`src/rtl/motor_pattern_seq.sv`:
```
module motor_pattern_seq #(
  parameter int unsigned DWELL_CYCLES = 20_000_000
) (
  input  logic       clk,
  input  logic       rst,
  input  logic       en,
  output logic [7:0] speed_o,
  output logic       dir_o,
  output logic [2:0] step_o
);

  localparam int CW = (DWELL_CYCLES > 1) ? $clog2(DWELL_CYCLES) : 1;
  localparam logic [CW-1:0] LAST = CW'(DWELL_CYCLES - 1);
  localparam logic [2:0] FINAL_STEP = 3'd6;

  logic [CW-1:0] cnt_q;
  logic [2:0]    step_q;
  logic [2:0]    step_nx;
  logic          dir_q;
  logic          rst_q;

  function automatic logic [7:0] speed_of(input logic [2:0] s);
    case (s)
      3'd1, 3'd3: speed_of = 8'd128;
      3'd2, 3'd4: speed_of = 8'd255;
      3'd6:       speed_of = 8'd64;
      default:    speed_of = 8'd0;
    endcase
  endfunction

  function automatic logic dir_of(input logic [2:0] s);
    case (s)
      3'd1, 3'd2, 3'd6: dir_of = 1'b1;
      default:          dir_of = 1'b0;
    endcase
  endfunction

  wire dwell_done = (cnt_q == LAST);
  assign step_nx = (step_q == FINAL_STEP) ? 3'd0 : step_q + 3'd1;

  always_ff @(posedge clk) begin
    rst_q <= rst;
    if (rst) begin
      cnt_q  <= '0;
      step_q <= 3'd0;
      dir_q  <= 1'b1;
    end else if (en) begin
      if (dwell_done) begin
        cnt_q  <= '0;
        step_q <= step_nx;
        if (speed_of(step_nx) != 8'd0) dir_q <= dir_of(step_nx);
      end else begin
        cnt_q <= cnt_q + 1'b1;
      end
    end
  end

  assign speed_o = speed_of(step_q);
  assign dir_o   = dir_q;
  assign step_o  = step_q;

  AST_STEP_RANGE: assert property (@(posedge clk) disable iff (rst || rst_q)
    step_o <= FINAL_STEP);
  AST_CNT_BOUND: assert property (@(posedge clk) disable iff (rst || rst_q)
    cnt_q <= LAST);
  AST_HOLD_MID_DWELL: assert property (@(posedge clk) disable iff (rst || rst_q)
    (en && !dwell_done) |=> $stable(step_o));
  AST_WRAP_TO_ZERO: assert property (@(posedge clk) disable iff (rst || rst_q)
    (en && dwell_done && step_o == FINAL_STEP) |=> (step_o == 3'd0));
  AST_PAUSE_FREEZE: assert property (@(posedge clk) disable iff (rst || rst_q)
    !en |=> ($stable(step_o) && $stable(cnt_q) && $stable(dir_o)));
  AST_STOP_KEEPS_DIR: assert property (@(posedge clk) disable iff (rst || rst_q)
    (speed_o == 8'd0) |-> $stable(dir_o));

endmodule

```
`config.mk`:
```
export PLATFORM = sky130hd
export DESIGN_NAME = motor_pattern_seq
export DESIGN_NICKNAME = d
export VERILOG_FILES = /design/src/rtl/motor_pattern_seq.sv
export SDC_FILE = /design/constraint.sdc
export NUM_CORES = 1
export LEC_CHECK = 0
export BUFFER_PORTS_ARGS = -buffer_cell sky130_fd_sc_hd__buf_2
export CAP_MARGIN = 20
export CORE_ASPECT_RATIO = 2
export CORE_MARGIN = 4
export CORE_UTILIZATION = 25
export DETAILED_ROUTE_END_ITERATION = 8
export HOLD_SLACK_MARGIN = 0.06
export SLEW_MARGIN = 0
export SYNTH_ARGS = -nofsm -noshare
export SYNTH_HDL_FRONTEND = slang
export SYNTH_SLANG_ARGS = --single-unit
```
`constraint.sdc`:
```
create_clock -name clk -period 3.35 [get_ports clk]
set_clock_uncertainty 0.15 [all_clocks]
set_input_delay 0 -clock clk [delete_from_list [all_inputs] [get_ports clk]]
set_output_delay 0 -clock clk [all_outputs]
set_load 0.005 [all_outputs]
```
Yosys cells after proc, flatten, opt, wreduce, memory -nomap -nowiden. Cells that the tools add are included.

Bits in latches: 0. Word-level logic and storage cells: 32. ROM bits: 0. Flip-flop bits (word level): 29. Memories kept: 0. Bits in writable memories: 0. Output and inout port bits: 12. Bits of input ports: 3.

Multiplexer cells: 8. Reductions and logical operators: 8. Order comparisons: 0. Shifts and indexed selects: 0. Multipliers: 0. Add/subtract/negate cells: 2. Equal/unequal tests: 11. Div/mod/pow operators: 0. Bitwise logic cells: 0.

Operators with widths (count): $pmux W8 S3 (2); $add A25 B1 Y25 const B (1); $eq A25 B25 Y1 const B (1); $mux W25 (1); $mux W8 (3); $eq A3 B2 Y1 const B (4); $eq A3 B3 Y1 const B (4); $reduce_bool A8 Y1 (1); $reduce_or A2 Y1 (4); $eq A3 B1 Y1 const B (2); $add A3 B1 Y3 const B (1); $mux W3 (1); $reduce_and A3 Y1 (1); $reduce_or A3 Y1 (1); $reduce_and A2 Y1 (1); $mux W1 (1).

Depth between registers and ports, before layout. Gate-level depths: netlist (run 1).

Depth after elaboration: 10. Gate-level depth with buffers: 7. Mapped depth without buffers: 6.

Worst setup path before layout (run 1). No wires, ideal clock.

Path type: reg2reg. Start: reg cnt_q[14]. End: reg dir_q, in the netlist dir_o. Buffers on the path: 0. Clock period less this slack: 2.071 ns. Setup slack: 1.279 ns. Arrival time: 1.798 ns. Required time: 3.077 ns. Stages on the path, launching flop included: 6. Setup time: 0.123 ns. Path through: dfxtp_1 > or4b_4 > nor4_4 > nand2_2 > o41ai_1 > nand2_1.

Cells in the longest elaborated chain, start to end: 2.

RTL lines: from (decl) (RTL line 16) `logic [CW-1:0] cnt_q;`; from (signal assigned) (RTL line 53) `cnt_q <= cnt_q + 1'b1;`; $eq A25 B25 Y1 (RTL line 38) `wire dwell_done = (cnt_q == LAST);`; $reduce_and A3 Y1 (no line); to (signal assigned) (RTL line 51) `if (speed_of(step_nx) != 8'd0) dir_q <= dir_of(step_nx);`; to (decl) (RTL line 19) `logic dir_q;`.

Every way passes these cells. A chain may end at the register's enable or synchronous reset.

Worst setup path after layout (run 1).
Start: reg cnt_q[0]. End: reg step_q[1], in the netlist step_o[1].

Cells in the longest elaborated chain, start to end: 2.

RTL lines: $eq A25 B25 Y1 (RTL line 38); $reduce_and A2 Y1 (no line); to (signal assigned) (RTL line 50) `step_q <= step_nx;`; to (decl) (RTL line 17) `logic [2:0] step_q;`.

Every way passes these cells.

==> flow_summary.json, run 1 <==
{
  "status": "complete, no violations",
  "cts_setup_buffers": 0,
  "ys_seq_elements": 29,
  "crit_path_max_fanout": 6,
  "synth_mux_area_share_pct": 1.940,
  "startpoint_type": "flop",
  "crit_type": "reg -> reg",
  "drv_cap": 0,
  "dp_cells": 254,
  "total_power_uw": 797.4,
  "clkTransAtPathRegs_ns": 0.05,
  "r2r_end": "step_o[1]$_SDFFE_PP0P_",
  "antenna_found_initial": 0,
  "async_flop_share_pct": 0,
  "dr_wl_met3_um": 108,
  "synthesis.instances": 185,
  "drtIter0Drc": 59,
  "worstSetupEndpoint": "step_o[1]$_SDFFE_PP0P_",
  "core_mm2": 0.006006,
  "maxSlewHeadroom_pct": 51.84,
  "fp-row-count": 40,
  "synth_cell_types": 41,
  "io_pins": 15,
  "clock_latency_ns": 0.28,
  "routed_wl_um": 3692,
  "wl_met2_um": 2044,
  "gr-total-overflow": 0,
  "synthToLayoutAreaGrowth_pct": 16.98,
  "tns_ns": 0,
  "mappedNetlistNets": 190,
  "grt_pass1_wl_um": 6279,
  "rsz0062_at_grt": "false",
  "gp_congestion": 0.8656,
  "cp-startpoint": "cnt_q[0]$_SDFFE_PP0P_",
  "max_freq_ghz": 0.4150,
  "cts_made_buffers": 5,
  "highest_layer": "met4",
  "synth-compound-area-share_pct": 9.943,
  "placed_cell_area_mm2": 0.001648,
  "drive_above_1_share_pct": 15.42,
  "ir_drop_mv": 0.1757,
  "start_util_pct": 25.77,
  "fin_nets": 205,
  "p_leak_uw": 0.0006419,
  "worstMarginPinSlew_ns": 0.7169,
  "rrSetupSlack_ns": 0.94,
  "synth.top_cells.by_area": "dfxtp_1 38%, xor2_1 7.4%, nor2_1 7.3%",
  "ant_nets": 0,
  "synth_ff_type": "dfxtp_1",
  "post_cts_resized": 0,
  "critPathArrivalTime_ns": 2.43,
  "synth_top_family_by_area": "simple AND/OR/NAND/NOR gates",
  "wire_per_inst_um": 13.98,
  "cts_tree": "built",
  "ctsLongestPathBuffers": 2,
  "synthAdderAreaFrac_pct": 1.617,
  "final_cell_count_no_fill": 264,
  "vias_per_cell": 5.288,
  "fin_crit_sh_pct": 71.93,
  "synth_top_cell_area_share_pct": 37.51,
  "drcViolationCount": 0,
  "synth_xor_area_share_pct": 10.19,
  "yosysWarnings": 0,
  "hpwl_um": 2708,
  "reg2reg_from": "cnt_q[0]$_SDFFE_PP0P_",
  "critPathMaxStageDelay_ns": 0.65,
  "drtPass1Iterations": 4,
  "reg2reg_depth": 6,
  "crit_path_end_kind": "flop",
  "fin_hold_ws_ns": 0.3165,
  "die_area_mm2": 0.007590,
  "grt_max_degree": 18,
  "hold_class": "reg -> reg",
  "stdcell_area_mm2": 0.001810,
  "num_antenna_cells": 0,
  "finalHoldViolCount": 0,
  "synthSimpleGateAreaFrac_pct": 32.98,
  "seq_area_frac_synth_pct": 37.51,
  "drv_slew": 0,
  "power_density_mw_per_mm2": 440.5,
  "cp_slowest_cell": "nor3_1",
  "ctsHoldBuffers": 2,
  "cp.required_ns": 3.37,
  "setup_violations": 0,
  "worstPathCellList": "ha_1 -> and4_1 -> nand3_1 -> nor3_1 -> o21ai_0 -> a32o_1",
  "htree_levels": 2,
  "die_w_um": 63.64,
  "yosysTopAreaCell": "dfxtp_1",
  "holdPathStages": 2,
  "root_buffer": "clkbuf_16",
  "met1_length_um": 1413,
  "grt_pass1_vias": 1368,
  "num-fill-cells": 642,
  "io_buffers": 14,
  "syn-cell-area_mm2": 0.001548,
  "syn_area_per_cell_um2": 8.366,
  "synth_edf_count": 0,
  "die-height_um": 119.3,
  "period_needed_ns": 2.410,
  "cts_sinks": 29,
  "vias": 1396,
  "grt_usage_pct": 10.30
}
==> cell usage after synthesis (3+ instances only) <==
cell       n
a21oi_1    9
and3_1     6
buf_4      5
clkbuf_1   4
dfxtp_1   29
inv_1      7
mux2i_1    3
nand2_1   10
nand3_1   15
nand4_1    9
nor2_1    30
nor4_1     4
xnor2_1    5
xor2_1    13
==> sequential cells by signal (all words and copies together) (netlist names) <==
signal	flops
step_o	3
cnt_q	25
dir_o	1
==> metal layers <==
metal  GRT usage (%)  up-vias
met4           7.037        0
met3           1.698       11
met1           10.04      667
met2           19.06       33
li1                -      685
met5               0        -
==> critical path: cells and delay by family (launching register included) <==
kind	cells	cell delay, ns
flip-flops	1	0.36
AO/OA/AOI/OAI	2	0.48
AND/OR/NAND/NOR	3	1.10
adder cells (fa/ha/maj)	1	0.20
==> final cells by class <==
class                   instances  area (um2)  area share, %
multi-input cells             139       877.1          48.44
flip-flops and latches         29       580.6          32.07
clock buffers                   5       125.1          6.911
repair buffers                 18       105.1          5.805
well taps                      63       78.83          4.354
inverters                       7       26.28          1.451
clock inverters                 3       17.52         0.9675
==> placed cells by master (no fill, tap or decap), types with 3 or more instances in the layout <==
cell type  count
a21oi_1        9
and3_1         6
buf_2         14
clkbuf_16      5
dfxtp_1       29
inv_1          7
mux2i_1        3
nand2_1       10
nand3_1       15
nand4_1        9
nor2_1        30
nor4_1         4
xnor2_1        5
xor2_1        13
==> worst min path at each step <==
stage                     slack [ns]          startpoint                endpoint
after detailed placement        0.18                  en   cnt_q[0]$_SDFFE_PP0P_
after CTS                       0.32  dir_o$_SDFFE_PP1P_      dir_o$_SDFFE_PP1P_
after global placement          0.19                  en   cnt_q[0]$_SDFFE_PP0P_
after floorplan                -0.03                 rst  cnt_q[22]$_SDFFE_PP0P_
after global routing            0.35  dir_o$_SDFFE_PP1P_      dir_o$_SDFFE_PP1P_
final                           0.32  dir_o$_SDFFE_PP1P_      dir_o$_SDFFE_PP1P_
==> power by group <==
part	leakage (uW)	internal, uW	switching (uW)
clock	0.0000696	272	158
combinational	0.000338	6.76	10.7
sequential	0.000234	348	2.33
total	0.000642	626	171
==> kinds of logic after synthesis <==
kind of cell	count (synthesis)
compound gates	22
simple gates	94
buf+inv	17
mux	3
xor+xnor	18
flops	29
fa+ha+maj	2
==> stage by stage <==
step	setup slack, ns	util [%]
finish	0.9402	30.15
global route	0.7452	30.15
CTS	0.9121	30.15
detailed placement	0.9414	27.44
global placement	0.9051	27.44
floorplan	1.279	-
(Power assumes the default switching activity.)
==> run 2: changes to the inputs <==
Settings changed: ABC_AREA set to 1.
Clock period 3.35 ns to 2.29 ns, I/O delays scaled along.
==> flow_summary.json, run 2 <==
{
  "power_density_mw_per_mm2": 601.2,
  "hpwl_um": 3091,
  "synthToLayoutAreaGrowth_pct": 17.03,
  "tns_ns": 0,
  "place_ws_ns": 0.4913,
  "ir_drop_mv": 0.2460,
  "gr-total-overflow": 0,
  "core_mm2": 0.006569,
  "vias_per_cell": 4.381,
  "period_needed_ns": 1.805,
  "synth_edf_count": 0,
  "crit_path_max_fanout": 12,
  "finalHoldViolCount": 0,
  "io_buffers": 14,
  "crit_type": "reg -> reg",
  "vias": 1608,
  "synthesis.instances": 263,
  "seq_area_frac_synth_pct": 34.50,
  "die_w_um": 66.02,
  "dp_cells": 358,
  "synth_commonest_cells": "63 x nand2_1, 49 x nor2_1, 40 x inv_1",
  "syn_area_per_cell_um2": 6.399,
  "wire_per_inst_um": 11.02,
  "ys_seq_elements": 29,
  "final_cell_count_no_fill": 367,
  "async_flop_share_pct": 0,
  "grt_usage_pct": 11.19,
  "final_cell_mix": "63 x nand2_1, 49 x nor2_1, 40 x inv_1",
  "reg2reg_depth": 8,
  "drtPass1Iterations": 4,
  "cts_tree": "built",
  "synth.most_common_cell": "nand2_1",
  "grt_max_degree": 13,
  "drive_above_1_share_pct": 11.47,
  "ant_nets": 0,
  "critPathArrivalTime_ns": 1.86,
  "yosysTopAreaCell": "dfxtp_1",
  "post-route-util_pct": 29.98,
  "hp-start": "dir_o$_SDFFE_PP1P_",
  "crit_path_end_kind": "flop",
  "worstMarginPinSlew_ns": 0.5224,
  "grt_pass1_vias": 1601,
  "reg2reg_from": "cnt_q[0]$_SDFFE_PP0P_",
  "io_pins": 15,
  "post_cts_resized": 0,
  "cp.required_ns": 2.35,
  "num_antenna_cells": 0,
  "hold_path_end": "dir_o$_SDFFE_PP1P_",
  "die-height_um": 124.0,
  "holdPathStages": 2,
  "final_common_cell": "nand2_1",
  "largest_reg_flops": 25,
  "synth_cell_types": 27,
  "clkTransAtPathRegs_ns": 0.05,
  "regMostFlops": "cnt_q",
  "rrSetupSlack_ns": 0.48,
  "clock_latency_ns": 0.27,
  "fp-row-count": 42,
  "hold_class": "reg -> reg",
  "grt_pass1_wl_um": 7017,
  "synth_ff_type": "dfxtp_1",
  "die_area_mm2": 0.008188,
  "syn-cell-area_mm2": 0.001683,
  "antenna_found_initial": 0,
  "mappedNetlistNets": 268,
  "start_util_pct": 25.62,
  "htree_levels": 2,
  "drv_slew": 0,
  "gp_congestion": 0.8727,
  "fin_nets": 284,
  "rsz0062_at_grt": "false",
  "drv_cap": 0,
  "startpoint_type": "flop",
  "p_leak_uw": 0.0008496,
  "root_buffer": "clkbuf_16",
  "drcViolationCount": 0,
  "cts_made_buffers": 5,
  "ctsLongestPathBuffers": 2,
  "status": "complete, no violations",
  "yosysWarnings": 0,
  "max_freq_ghz": 0.5539,
  "r2r_end": "cnt_q[15]$_SDFFE_PP0P_",
  "synth.top_cells.by_area": "dfxtp_1 34%, nand2_1 14%, nor2_1 11%",
  "cts_sinks": 29,
  "finalWorstSetupSlack_ns": 0.4847,
  "setup_violations": 0,
  "maxSlewHeadroom_pct": 65.14,
  "drtIter0Drc": 91,
  "routed_wl_um": 4044,
  "fin_crit_sh_pct": 78.84,
  "synth_top_cell_area_share_pct": 34.50
}
run 2: stage by stage:
step / power, uW / hold slack [ns] / instance area, um2
2_1_floorplan: 545.3 / -0.07762 / 1683
3_3_place_gp: 552.0 / 0.1548 / 1807
3_5_place_dp: 553.2 / 0.1547 / 1807
4_1_cts: 1200 / 0.3115 / 1969
5_1_grt: 1225 / 0.3790 / 1969
6_report: 1184 / 0.3096 / 1969
run 2: repair_timing:
item / in CTS / in global routing
hold buffers: 2 / 0
hold endpoints to repair: 13 / 0
setup endpoints to repair: 0 / 0
buffers inserted: 0 / 0
run 2: per-layer routing:
metal | vias to the layer above | share of wire [%] | track usage [%]
li1 | 850 | - | -
met1 | 707 | 36 | 9.701
met2 | 37 | 55 | 22.00
met3 | 14 | 3.4 | 2.076
met4 | 0 | 5.3 | 7.634
met5 | - | 0 | 0
run 2: worst max-delay path: stages, from the launching register on:
cell     delay, ns
dfxtp_1       0.33
ha_1          0.21
nand3_1       0.13
nor2_2        0.08
nand2_1       0.11
nor2_4        0.05
nor2_2        0.41
o21ai_0       0.17
nor2_1        0.11
run 2: worst max path at each step:
stage / slack [ns] / end / cells past startpoint / startpoint
2_1_floorplan: 0.79 / cnt_q[17]$_SDFFE_PP0P_ / 9 / cnt_q[0]$_SDFFE_PP0P_
3_3_place_gp: 0.47 / cnt_q[15]$_SDFFE_PP0P_ / 8 / cnt_q[0]$_SDFFE_PP0P_
3_5_place_dp: 0.49 / cnt_q[15]$_SDFFE_PP0P_ / 8 / cnt_q[0]$_SDFFE_PP0P_
4_1_cts: 0.49 / cnt_q[15]$_SDFFE_PP0P_ / 8 / cnt_q[0]$_SDFFE_PP0P_
5_1_grt: 0.32 / cnt_q[15]$_SDFFE_PP0P_ / 8 / cnt_q[0]$_SDFFE_PP0P_
6_report: 0.48 / cnt_q[15]$_SDFFE_PP0P_ / 8 / cnt_q[0]$_SDFFE_PP0P_
run 2: final cells by class:
cell class                 instances  area (um2)
fill                             730        4599
multi-input combinational        185       888.4
sequential                        29       580.6
inverter                          42       157.7
clock buffer                       7       142.6
tap                               88       110.1
timing repair buffer              16       90.09
run 2: cell families after synthesis:
kind of cell    Yosys count  synth area share, %
compound gates           22                7.435
xor+xnor                  8                4.164
fa+ha+maj                 2                1.487
buf+inv                  49                12.71
flops                    29                34.50
simple gates            153                39.70
run 2: power breakdown:
part / internal [uW] / switching [uW]
Sequential: 509 / 2.80
Clock: 425 / 213
Combinational: 11.9 / 21.8
==> run 3: changes to the inputs <==
Settings changed: ABC_AREA 1 to 0.
Clock period 2.29 ns to 1.9 ns, I/O delays scaled along.
==> flow_summary.json, run 3 (synthesized netlist as in run 1, its figures left out) <==
{
  "cp.required_ns": 1.92,
  "io_buffers": 14,
  "cts_made_buffers": 5,
  "crit_type": "reg -> reg",
  "regArea_um2": 584.3,
  "holdPathStages": 2,
  "fp-row-count": 40,
  "routed_wl_um": 3876,
  "hp-start": "dir_o$_SDFFE_PP1P_",
  "finalHoldViolCount": 0,
  "start_util_pct": 25.77,
  "grt_usage_pct": 11.16,
  "power_density_mw_per_mm2": 673.8,
  "drtPass1Iterations": 4,
  "cp_slowest_cell": "or4_4",
  "die_w_um": 63.64,
  "placed_cell_area_mm2": 0.001949,
  "violations": "setup timing",
  "htree_levels": 2,
  "power.switching_uw": 295.7,
  "drv_slew": 0,
  "regMostFlops": "cnt_q",
  "grt_pass1_wl_um": 6555,
  "grt_max_degree": 18,
  "hold_class": "reg -> reg",
  "rrSetupSlack_ns": -0.03,
  "finalWorstSetupSlack_ns": -0.03051,
  "ir_drop_mv": 0.3735,
  "stdcell_area_mm2": 0.002198,
  "hold_path_end": "dir_o$_SDFFE_PP1P_",
  "critPathArrivalTime_ns": 1.95,
  "hpwl_um": 2909,
  "crit_path_end_kind": "flop",
  "drtIter0Drc": 32,
  "p_int_uw": 1186,
  "core_mm2": 0.006006,
  "r2r_end": "cnt_q[18]$_SDFFE_PP0P_",
  "reg2reg_from": "cnt_q[12]$_SDFFE_PP0P_",
  "die-height_um": 119.3,
  "gr-total-overflow": 0,
  "worstMarginPinSlew_ns": 0.3399,
  "startpoint_type": "flop",
  "reg2reg_depth": 6,
  "grt_pass1_vias": 1537,
  "pwr-share-clk_pct": 55.7,
  "final_common_cell": "buf_4",
  "drv_cap": 0,
  "synthToLayoutAreaGrowth_pct": 42.04,
  "post-route-util_pct": 36.60,
  "crit_path_max_fanout": 17,
  "largest_reg_flops": 25,
  "vias_per_cell": 5.016,
  "fin_hold_ws_ns": 0.3386,
  "tns_ns": -0.3447,
  "maxSlewHeadroom_pct": 77.29,
  "ctsLongestPathBuffers": 2,
  "status": "complete, but fails checks",
  "gp_congestion": 0.8467,
  "wire_per_inst_um": 12.75,
  "seq_power_share_pct": 41.7,
  "die_area_mm2": 0.007590,
  "worstPathCellList": "or4_4 -> nor4_4 -> nand2_2 -> o21ai_4 -> buf_12 -> nor2_1",
  "antenna_found_initial": 0,
  "rsz0062_at_grt": "true",
  "num_antenna_cells": 0,
  "p_sw_share_pct": 19.96,
  "fin_crit_sh_pct": 101.6,
  "setup_violations": 19,
  "multi_input_area_um2": 929.6,
  "cts_tree": "built",
  "pwr-share-comb_pct": 2.7,
  "io_pins": 15,
  "fin_nets": 245,
  "cts_sinks": 29,
  "vias": 1525,
  "period_needed_ns": 1.931,
  "root_buffer": "clkbuf_16",
  "clkTransAtPathRegs_ns": 0.05,
  "drive_above_1_share_pct": 33.61,
  "critPathMaxStageDelay_ns": 0.53,
  "clock_latency_ns": 0.28,
  "num-fill-cells": 618,
  "drcViolationCount": 0,
  "p_leak_uw": 0.0008750,
  "max_freq_ghz": 0.5180,
  "final_cell_mix": "40 x buf_4, 30 x nor2_1, 26 x dfxtp_1",
  "ant_nets": 0
}
==> run 3: cell types whose count changed in the layout (fill, tap and decap cells not counted), moves of 6 or more <==
| cell | change |
|---|---|
| inv_1 | -33 |
| nor2_1 | -19 |
| buf_4 | +40 |
| and3_1 | +6 |
| xor2_1 | +7 |
| nand2_1 | -53 |
| a31oi_1 | -6 |
==> run 3: timing repair <==
action / in CTS / in global routing
endpoints found under the setup margin: 21 / 27
endpoints found under the hold margin: 15 / 0
setup buffers: 1 / 3
hold buffers: 2 / 0
resized for setup: 3 / 7
pin swaps: 4 / 8
==> run 3: power groups by stage <==
stage | logic (uW) | clock network [uW] | registers, uW
floorplan | 21.2 | 0 | 629
global placement | 36.3 | 0 | 630
detailed placement | 36.8 | 0 | 630
CTS | 40.1 | 845 | 617
global route | 45.1 | 868 | 617
finish | 39.3 | 825 | 617
==> run 3: how the worst max path moves through the flow <==
stage          depth (start not counted)              startpoint                     end
4_1_cts                                6  cnt_q[14]$_SDFFE_PP0P_  cnt_q[18]$_SDFFE_PP0P_
5_1_grt                                6  cnt_q[12]$_SDFFE_PP0P_  cnt_q[18]$_SDFFE_PP0P_
6_report                               6  cnt_q[12]$_SDFFE_PP0P_  cnt_q[18]$_SDFFE_PP0P_
3_5_place_dp                           5  cnt_q[12]$_SDFFE_PP0P_      dir_o$_SDFFE_PP1P_
3_3_place_gp                           5  cnt_q[12]$_SDFFE_PP0P_      dir_o$_SDFFE_PP1P_
2_1_floorplan                          5  cnt_q[12]$_SDFFE_PP0P_      dir_o$_SDFFE_PP1P_
==> run 3: stage by stage <==
stage               instances  power [uW]  setup slack (ns)
global route              304        1531           -0.1164
floorplan                 185       650.5          -0.08509
CTS                       301        1502          -0.06441
finish                    304        1481          -0.03051
detailed placement        290       666.5          -0.08515
global placement          290       666.0          -0.07811
==> run 3: final cells by class <==
type	instances	area share (%)
multi-input combinational	139	42.29
sequential	29	26.58
timing repair buffer	58	19.18
clock buffer	7	6.944
tap	63	3.586
inverter	7	1.195
clock inverter	1	0.2277
==> run 3: metal layers <==
layer / wire [um] / track usage (%) / vias up
met5: 0 / 0 / -
met4: 148 / 8.931 / 0
met3: 151 / 2.736 / 11
met2: 2149 / 20.89 / 30
met1: 1425 / 9.563 / 718
li1: - / - / 766
==> run 3: worst max-delay path, delay by kind of cell, from the launching register on <==
kind / cells / cell delay (ns)
flip-flops: 1 / 0.31
buffers and inverters: 1 / 0.16
AND/OR/NAND/NOR: 4 / 1.03
AO/OA/AOI/OAI: 1 / 0.16
